[config.mk]
export PLATFORM = sky130hd
export DESIGN_NAME = pwm_sync_sample_seq
export DESIGN_NICKNAME = d
export VERILOG_FILES = /design/src/rtl/sseq_pkg.sv /design/src/rtl/sseq_trigger.sv /design/src/rtl/sseq_ctrl.sv /design/src/rtl/sseq_collect.sv /design/src/rtl/pwm_sync_sample_seq.sv
export SDC_FILE = /design/constraint.sdc
export NUM_CORES = 1
export LEC_CHECK = 0
export ABC_AREA = 1
export BUFFER_PORTS_ARGS = -buffer_cell sky130_fd_sc_hd__buf_2
export CAP_MARGIN = 40
export CORE_MARGIN = 1.5
export CORE_UTILIZATION = 51
export CTS_CLUSTER_SIZE = 30
export DETAILED_ROUTE_END_ITERATION = 16
export GPL_TIMING_DRIVEN = 0
export PLACE_DENSITY = 0.78
export REMOVE_ABC_BUFFERS = 1
export SYNTH_ARGS = -nofsm -noshare
export SYNTH_HDL_FRONTEND = slang
export SYNTH_SLANG_ARGS = --single-unit
[constraint.sdc]
create_clock -name clk -period 2.1 [get_ports clk]
set_clock_uncertainty 0.15 [all_clocks]
set_input_delay 0.315 -clock clk [delete_from_list [all_inputs] [get_ports clk]]
set_output_delay 0.315 -clock clk [all_outputs]
set_load 0.005 [all_outputs]
[src/rtl/sseq_pkg.sv]
package sseq_pkg;

  typedef enum logic [1:0] {
    ST_IDLE  = 2'd0,
    ST_DELAY = 2'd1,
    ST_CONV  = 2'd2
  } sseq_state_e;

  // Carrier position at which the capture reference point lies.
  function automatic int unsigned trig_point(input logic at_mid,
                                             input int unsigned pos,
                                             input int unsigned period);
    return at_mid ? (period >> 1) : pos;
  endfunction

  // Next value of a modulo divider counter that wraps at div_val.
  function automatic int unsigned div_next(input int unsigned cnt,
                                           input int unsigned div_val);
    return (cnt >= div_val) ? 0 : cnt + 1;
  endfunction

endpackage

[src/rtl/sseq_trigger.sv]
module sseq_trigger #(
  parameter int CNT_W = 8,
  parameter int DIV_W = 4
) (
  input  logic             clk,
  input  logic             rst_n,
  input  logic [CNT_W-1:0] carrier_cnt,
  input  logic [CNT_W-1:0] carrier_period,
  input  logic [CNT_W-1:0] trig_pos,
  input  logic             trig_at_mid,
  input  logic             periodic_en,
  input  logic [DIV_W-1:0] period_div,
  input  logic             oneshot_req,
  output logic             trig_evt
);
  import sseq_pkg::*;

  logic [CNT_W-1:0] point;
  logic             hit, hit_q, match_evt;
  logic [DIV_W-1:0] div_cnt;
  logic             div_done, armed;

  assign point     = CNT_W'(trig_point(trig_at_mid, 32'(trig_pos), 32'(carrier_period)));
  assign hit       = (carrier_cnt == point);
  assign match_evt = hit & ~hit_q;
  assign div_done  = (div_cnt == period_div);
  assign trig_evt  = match_evt & (periodic_en ? div_done : armed);

  always_ff @(posedge clk) begin
    if (!rst_n) begin
      hit_q   <= 1'b0;
      div_cnt <= '0;
      armed   <= 1'b0;
    end else begin
      hit_q <= hit;
      if (!periodic_en)
        div_cnt <= '0;
      else if (match_evt)
        div_cnt <= DIV_W'(div_next(32'(div_cnt), 32'(period_div)));
      if (oneshot_req)
        armed <= 1'b1;
      else if (trig_evt && !periodic_en)
        armed <= 1'b0;
    end
  end

endmodule

[src/rtl/sseq_ctrl.sv]
module sseq_ctrl #(
  parameter int NUM_CH = 4,
  parameter int DLY_W  = 8,
  parameter int CH_W   = 2,
  parameter int SEQ_W  = 4
) (
  input  logic             clk,
  input  logic             rst_n,
  input  logic             trig_evt,
  input  logic [DLY_W-1:0] hold_delay,
  input  logic             core_done,
  output logic             hold_strobe,
  output logic             sh_hold,
  output logic             core_start,
  output logic [CH_W-1:0]  ch_idx,
  output logic             store_en,
  output logic             conv_last,
  output logic             busy,
  output logic             set_valid,
  output logic [SEQ_W-1:0] seq,
  output logic             overrun
);
  import sseq_pkg::*;

  localparam logic [CH_W-1:0] LAST_CH = CH_W'(NUM_CH - 1);

  sseq_state_e      state;
  logic [DLY_W-1:0] dly_cnt;
  logic             last_ch;

  assign busy        = (state != ST_IDLE);
  assign hold_strobe = (state == ST_DELAY) && (dly_cnt == '0);
  assign sh_hold     = (state == ST_CONV);
  assign store_en    = sh_hold && core_done;
  assign last_ch     = (ch_idx == LAST_CH);
  assign conv_last   = store_en && last_ch;

  always_ff @(posedge clk) begin
    if (!rst_n) begin
      state      <= ST_IDLE;
      dly_cnt    <= '0;
      ch_idx     <= '0;
      core_start <= 1'b0;
      set_valid  <= 1'b0;
      seq        <= '0;
      overrun    <= 1'b0;
    end else begin
      core_start <= 1'b0;
      set_valid  <= 1'b0;
      if (trig_evt && busy)
        overrun <= 1'b1;
      unique case (state)
        ST_IDLE: begin
          if (trig_evt) begin
            dly_cnt <= hold_delay;
            state   <= ST_DELAY;
          end
        end
        ST_DELAY: begin
          if (dly_cnt == '0) begin
            state      <= ST_CONV;
            ch_idx     <= '0;
            core_start <= 1'b1;
          end else begin
            dly_cnt <= dly_cnt - 1'b1;
          end
        end
        ST_CONV: begin
          if (store_en) begin
            if (last_ch) begin
              state     <= ST_IDLE;
              ch_idx    <= '0;
              set_valid <= 1'b1;
              seq       <= seq + 1'b1;
            end else begin
              ch_idx     <= ch_idx + 1'b1;
              core_start <= 1'b1;
            end
          end
        end
        default: state <= ST_IDLE;
      endcase
    end
  end

endmodule

[src/rtl/sseq_collect.sv]
module sseq_collect #(
  parameter int NUM_CH = 4,
  parameter int CH_W   = 2,
  parameter int DATA_W = 12,
  parameter int SEQ_W  = 4,
  localparam int RES_W = SEQ_W + CH_W + DATA_W
) (
  input  logic                    clk,
  input  logic                    rst_n,
  input  logic                    store_en,
  input  logic [CH_W-1:0]         ch_idx,
  input  logic [SEQ_W-1:0]        seq,
  input  logic [DATA_W-1:0]       core_data,
  output logic [NUM_CH*RES_W-1:0] set_data
);

  for (genvar g = 0; g < NUM_CH; g++) begin : g_slot
    logic [RES_W-1:0] word;
    always_ff @(posedge clk) begin
      if (!rst_n)
        word <= '0;
      else if (store_en && (ch_idx == CH_W'(g)))
        word <= {seq, CH_W'(g), core_data};
    end
    assign set_data[g*RES_W +: RES_W] = word;
  end

endmodule

[src/rtl/pwm_sync_sample_seq.sv]
module pwm_sync_sample_seq #(
  parameter int NUM_CH = 4,
  parameter int CNT_W  = 8,
  parameter int DLY_W  = 8,
  parameter int DATA_W = 12,
  parameter int SEQ_W  = 4,
  parameter int DIV_W  = 4,
  localparam int CH_W  = (NUM_CH > 1) ? $clog2(NUM_CH) : 1,
  localparam int RES_W = SEQ_W + CH_W + DATA_W
) (
  input  logic                    clk,
  input  logic                    rst_n,
  input  logic [CNT_W-1:0]        carrier_cnt,
  input  logic [CNT_W-1:0]        carrier_period,
  input  logic [CNT_W-1:0]        trig_pos,
  input  logic                    trig_at_mid,
  input  logic [DLY_W-1:0]        hold_delay,
  input  logic                    periodic_en,
  input  logic [DIV_W-1:0]        period_div,
  input  logic                    oneshot_req,
  input  logic                    core_done,
  input  logic [DATA_W-1:0]       core_data,
  output logic                    hold_strobe,
  output logic                    sh_hold,
  output logic [CH_W-1:0]         mux_sel,
  output logic                    core_start,
  output logic                    set_valid,
  output logic [NUM_CH*RES_W-1:0] set_data,
  output logic                    overrun
);

  // Internal events brought out by name for the checker.
  logic             trig_evt;
  logic             store_en;
  logic             conv_last;
  logic             busy;
  logic [SEQ_W-1:0] seq;

  sseq_trigger #(.CNT_W(CNT_W), .DIV_W(DIV_W)) u_trigger (
    .clk(clk), .rst_n(rst_n),
    .carrier_cnt(carrier_cnt), .carrier_period(carrier_period),
    .trig_pos(trig_pos), .trig_at_mid(trig_at_mid),
    .periodic_en(periodic_en), .period_div(period_div),
    .oneshot_req(oneshot_req), .trig_evt(trig_evt)
  );

  sseq_ctrl #(.NUM_CH(NUM_CH), .DLY_W(DLY_W), .CH_W(CH_W), .SEQ_W(SEQ_W)) u_ctrl (
    .clk(clk), .rst_n(rst_n),
    .trig_evt(trig_evt), .hold_delay(hold_delay), .core_done(core_done),
    .hold_strobe(hold_strobe), .sh_hold(sh_hold), .core_start(core_start),
    .ch_idx(mux_sel), .store_en(store_en), .conv_last(conv_last), .busy(busy),
    .set_valid(set_valid), .seq(seq), .overrun(overrun)
  );

  sseq_collect #(.NUM_CH(NUM_CH), .CH_W(CH_W), .DATA_W(DATA_W), .SEQ_W(SEQ_W)) u_collect (
    .clk(clk), .rst_n(rst_n),
    .store_en(store_en), .ch_idx(mux_sel), .seq(seq),
    .core_data(core_data), .set_data(set_data)
  );

endmodule

Yosys cells after proc, flatten, opt, wreduce, memory -nomap -nowiden

Index checks and enable logic that the tools add are counted.
Widths: inputs -> output; s select.

$add $sub $neg: 4
Magnitude comparators: 1
Equal/unequal tests: 12
Multiplexer cells: 22
Bitwise logic cells: 3
Reduce and logical (&&, ||, !) cells: 22

Operators with widths:

| cell                | count |
|---|---|
| $mux 8              | 3 |
| $pmux 8 s2          | 1 |
| $mux 2              | 7 |
| $reduce_and 3->1    | 4 |
| $add 4x1->4 const B | 2 |
| $eq 8x8->1          | 1 |
| $logic_and 1x1->1   | 8 |
| $logic_not 8->1     | 1 |
| $reduce_bool 2->1   | 4 |
| $sub 8x1->8 const B | 1 |
| $mux 1              | 7 |
| $eq 2x2->1 const B  | 3 |
| $ne 2x2->1 const B  | 3 |
| $pmux 2 s3          | 1 |
| $eq 2x1->1 const B  | 2 |
| $eq 4x4->1          | 1 |
| $ge 4x4->1          | 1 |
| $logic_not 2->1     | 2 |
| $mux 4              | 1 |
| $ne 2x1->1 const B  | 2 |
| $pmux 2 s2          | 1 |
| $reduce_and 4->1    | 1 |
| $add 2x1->2 const B | 1 |
| $and 1x1->1         | 2 |
| other kinds (4)     | 4 |

Bits in registers: 93
Input bits: 54
Output and inout bits: 79
Word-level logic and storage cells: 78

Logic depth before layout (Yosys ltp)

Depth in word-level cells: 7
Gate-level depth with buffers: 15
Depth with buffers taken out: 14

Hierarchy

Synthesis repeated with hierarchy kept, for this count alone.

Cell total of the unflattened synthesis: 722
Area, all modules: 4663.2 µm²

Modules (own cells, without submodules):

| module       | instances | cells an instance | area each (µm²) | sequential area each (µm²) |
|---|---|---|---|---|
| sseq_collect | 1         | 429               | 2783.9          | 1341.3 |
| sseq_ctrl    | 1         | 173               | 1171.1          | 380.4 |
| sseq_trigger | 1         | 120               | 708.2           | 120.1 |

Worst setup path after synthesis

OpenSTA, ideal clock, no wires.

Path kind: register to register
Start: register u_ctrl.state[0]
End: register u_collect.g_slot[1].word[16]
Setup time: 0.070 ns
Data arrival time: 1.569 ns
Data required time: 1.880 ns
Setup slack: 0.311 ns
Cell stages (with the launch flop): 9
Path buffers: 2
Period minus slack after synthesis: 1.789 ns
Cells stage by stage: dfxtp_1 -> inv_1 -> ha_1 -> nand2_1 -> inv_2 -> clkbuf_1 -> clkbuf_1 -> nand3_1 -> a21oi_1

Cells in the longest elaborated chain, start to end: 3

Ends and longest elaborated chain:

| item                     | line                      | text |
|---|---|---|
| start: declaration       | sseq_ctrl.sv:27           | `sseq_state_e state;` |
| start signal: assignment | sseq_ctrl.sv:40           | `state <= ST_IDLE;` |
| start signal: assignment | sseq_ctrl.sv:56           | `state <= ST_DELAY;` |
| start signal: assignment | sseq_ctrl.sv:61           | `state <= ST_CONV;` |
| $eq 2x2->1               | sseq_ctrl.sv:33           | `assign sh_hold = (state == ST_CONV);` |
| via sh_hold              | pwm_sync_sample_seq.sv:24 | `output logic sh_hold,` |
| $logic_and 1x1->1        | sseq_ctrl.sv:34           | `assign store_en = sh_hold && core_done;` |
| $logic_and 1x1->1        | sseq_collect.sv:22        | `else if (store_en && (ch_idx == CH_W'(g)))` |
| end signal: assignment   | sseq_collect.sv:23        | `word <= {seq, CH_W'(g), core_data};` |
| end: declaration         | sseq_collect.sv:18        | `logic [RES_W-1:0] word;` |

The timed path passes the listed nets, and every way through them passes these cells.
A chain may end at the register's enable or synchronous reset.

Final worst setup path

Start: register u_ctrl.dly_cnt[2]
End: output port hold_strobe

Cells in the longest elaborated chain, start to end: 2

Ends and longest elaborated chain:

| item                     | line                      | text |
|---|---|---|
| start: declaration       | sseq_ctrl.sv:28           | `logic [DLY_W-1:0] dly_cnt;` |
| start signal: assignment | sseq_ctrl.sv:55           | `dly_cnt <= hold_delay;` |
| start signal: assignment | sseq_ctrl.sv:65           | `dly_cnt <= dly_cnt - 1'b1;` |
| $logic_not 8->1          | sseq_ctrl.sv:32           | `assign hold_strobe = (state == ST_DELAY) && (dly_cnt == '0);` |
| $logic_and 1x1->1        | sseq_ctrl.sv:32           |  |
| end: declaration         | pwm_sync_sample_seq.sv:23 | `output logic hold_strobe,` |

No other way between the ends.

==> summary.txt <==
Timing
  • Max Clk Rate: 504 MHz
  • Fin Setup TNS: 0 ps
  • Final Hold Viols: 0
  • Final Max Tran Viols: 0
  • Worst rel slew slack: 0.603
  • Tcrit/Tclk final: 0.946
  • Tmin final: 1990 ps
  • Slew @ Worst Pin: 595 ps
  • Final setup violation count: 0
  • Final worst slack: 114 ps

Critical path
  • Crit path DAT: 1520 ps
  • Critical path class: reg -> out
  • Critical path, cell by cell: inv_1 > nand2_1 > nor3_2 > nand4_1 > nor2_2 > buf_2
  • Crit path buf inv count: 2
  • Crit path max-delay family: simple AND/OR/NAND/NOR gates
  • CP Launch Type: flip-flop
  • FF-to-FF Start: u_ctrl.state[0]
  • Setup crit start: u_ctrl.dly_cnt[2]
  • CP endpoint kind: primary output
  • CP max-delay cell: dfxtp_1
  • Req. time, crit path: 1630 ps
  • Crit-path max FO: 4
  • Worst path max stage delay: 340 ps

GRT
  • Vias in the first global route: 3796
  • GR Overflow Total: 0
  • Global-route wire length before repair: 17.2 mm
  • Initial antenna violation count: 0
  • Pin count of the biggest net entering global routing: 53
  • Global Route Usage Sum: 0.248

Placed design
  • Detailed Place HPWL: 7.21 mm
  • Pre-CTS setup slack: -518 ps
  • I/O Buffers: 127
  • Routability-driven placement congestion ratio: 0.844

Route
  • Via count: 4082
  • DRT Pass-1 Iters: 4
  • Post-route ant nets: 0
  • Wire length per cell after detailed routing: 13.2 um
  • First DRT Iteration DRCs: 130
  • Routed WL: 10.5 mm
  • Via/cell ratio: 5.13
  • DR DRC count: 0

Power
  • Clock power frac: 0.271
  • Flop pwr share: 0.434
  • Switching Share: 0.347
  • Combinational group share of total power: 0.295
  • Net Sw Power: 0.00153 W
  • Cell Pwr Density: 859 mW/mm2
  • Total power: 0.00441 W
  • Pint: 0.00288 W
  • Lkg Pwr: 2.45 nW
  • Worst ir drop on vdd: 0.331 mV

Final layout
  • N_diodes: 0
  • Register Area: 0.00184 mm2
  • Fin nets: 758
  • Area growth syn-to-layout: 23.8%
  • Final core utilization: 0.657
  • Share of layout cells above drive strength 1: 0.260
  • Area of the multi-input gates: 0.00205 mm2
  • Filler cells: 688

Die
  • Die Ht: 93.2 um
  • Die width: 93.2 um
  • Core footprint: 0.00781 mm2
  • Die area: 0.00868 mm2
  • Num ports: 133
  • Rows: 32
  • Initial Utilization: 0.531

Synthesis
  • Post-Synthesis Cells: 575
  • Post-synth cell types: 36
  • Synthesis Warnings: 0
  • Post-Syn Area: 0.00415 mm2
  • Most frequent cell after synthesis: nand2_1
  • Most instantiated cells after synthesis: nand2_1 (133), dfxtp_1 (92), a21oi_1 (72)
  • Sequential area share after synthesis: 0.444
  • Post-synth top area cell: dfxtp_1
  • Post-synth ARST share: 0
  • Area contributors post-synth: dfxtp_1 (44%), nand2_1 (12%), a21oi_1 (8.7%), nand3_1 (7.8%), nor2_1 (5.2%)
  • Synth top area share: 0.444
  • Post-synthesis register bit count: 92
  • Syn Area/Cell: 7.21 um2
  • Number of synthesized flops with an enable pin: 0
  • Dominant synthesized flop cell: dfxtp_1

Clock network
  • Worst skew pair latency: 350 ps
  • Sink Count: 92
  • Clock Pin Slew Worst Setup and Hold Paths: 90 ps
  • CTS buffer count: 9
  • TritonCTS clock tree: built
  • Clock root cell: clkbuf_8
  • Post-cts hold buffer count: 0
  • CTS Buffer Depth: 2
  • Htree depth: 3

Min path
  • Hold_sp: oneshot_req
  • HP Class: in -> reg

Run
  • MaxCap Viol Count: 0

Outcome
  • Status: finished clean
## flip-flops by register name (all words and copies together) (netlist names)
name	count
u_ctrl.core_start	1
u_trigger.hit_q	1
u_ctrl.seq	4
u_ctrl.set_valid	1
u_ctrl.ch_idx	2
u_trigger.armed	1
u_collect.g_slot.word	67
u_ctrl.dly_cnt	8
u_ctrl.state	2
u_ctrl.overrun	1
u_trigger.div_cnt	4
## stage by stage
stage               std cells  instance area [um2]  hold WS (ps)
global placement          771                 4750           284
CTS                       791                 5040          50.1
detailed placement        773                 4790           292
global route              795                 5130          61.9
finish                    795                 5130          62.2
floorplan                 542                 3990           283
## power by group through the flow
stage	Combinational, W	Clock, W	Sequential, W
after floorplan	0.000781	0	0.00194
after global placement	0.00108	0	0.00194
after detailed placement	0.00112	0	0.00195
after CTS	0.00117	0.00120	0.00191
after global routing	0.00147	0.00128	0.00192
final	0.00130	0.00120	0.00191
## worst paths after layout
path | slack (ps) | end | cells past startpoint
worst max-delay path | 110 | hold_strobe | 6
worst min-delay path | 60 | u_trigger.armed | 3
worst max register to register | 120 | u_ctrl.seq[3] | 10
worst min register to register | 300 | u_collect.g_slot[2].word[13] | 2
## per-layer routing
metal | global-route usage | vias to the layer above | wire [um]
li1 | - | 2091 | -
met1 | 0.302 | 1841 | 4570
met2 | 0.437 | 137 | 5140
met3 | 0.0374 | 13 | 634
met4 | 0.0985 | 0 | 166
met5 | 0 | - | 0
## worst reg2reg max path, delay by kind of cell, from the launching register on
kind,cells,cell delay (ps)
and+or+nand+nor,5,690
DFF,1,350
buffers and inverters,3,290
adders and majority gates,1,230
xor gates and xnor gates,1,140
## cell type report
type	count	area share
timing repair buffer	136	0.142
tap	102	0.0249
multi-input combinational	405	0.400
inverter	45	0.0356
sequential	92	0.359
clock inverter	6	0.0146
clock buffer	9	0.0241
## layout by cell type (no fill, tap or decap), types with 2 or more instances in the layout
cell type	count
nor2_1	56
nand3_1	65
conb_1	4
nand2_1	129
nor2_4	2
nand3b_1	3
clkinvlp_4	2
buf_2	127
o21ai_0	26
ha_2	4
clkbuf_8	9
buf_4	7
ha_1	10
inv_1	40
nand2_2	4
dfxtp_1	92
clkinv_4	3
inv_4	2
o21a_1	3
nand2_4	4
a21oi_1	71
nor3_1	6
## kinds of logic after synthesis
group | after synthesis | synth area share
XOR/XNOR | 2 | 0.00423
other | 1 | 0.000905
adder cells (fa/ha/maj) | 15 | 0.0453
buffers and inverters | 81 | 0.0818
AND/OR/NAND/NOR | 275 | 0.283
AO/OA/AOI/OAI | 107 | 0.135
multiplexers | 2 | 0.00513
flip-flops | 92 | 0.444
## timing repair
action	4_1_cts	5_1_grt
setup endpoints to repair	65	56
setup buffers	3	4
gates resized for setup	11	13
pin swaps	1	2
Power figures use the tool's default switching activity.
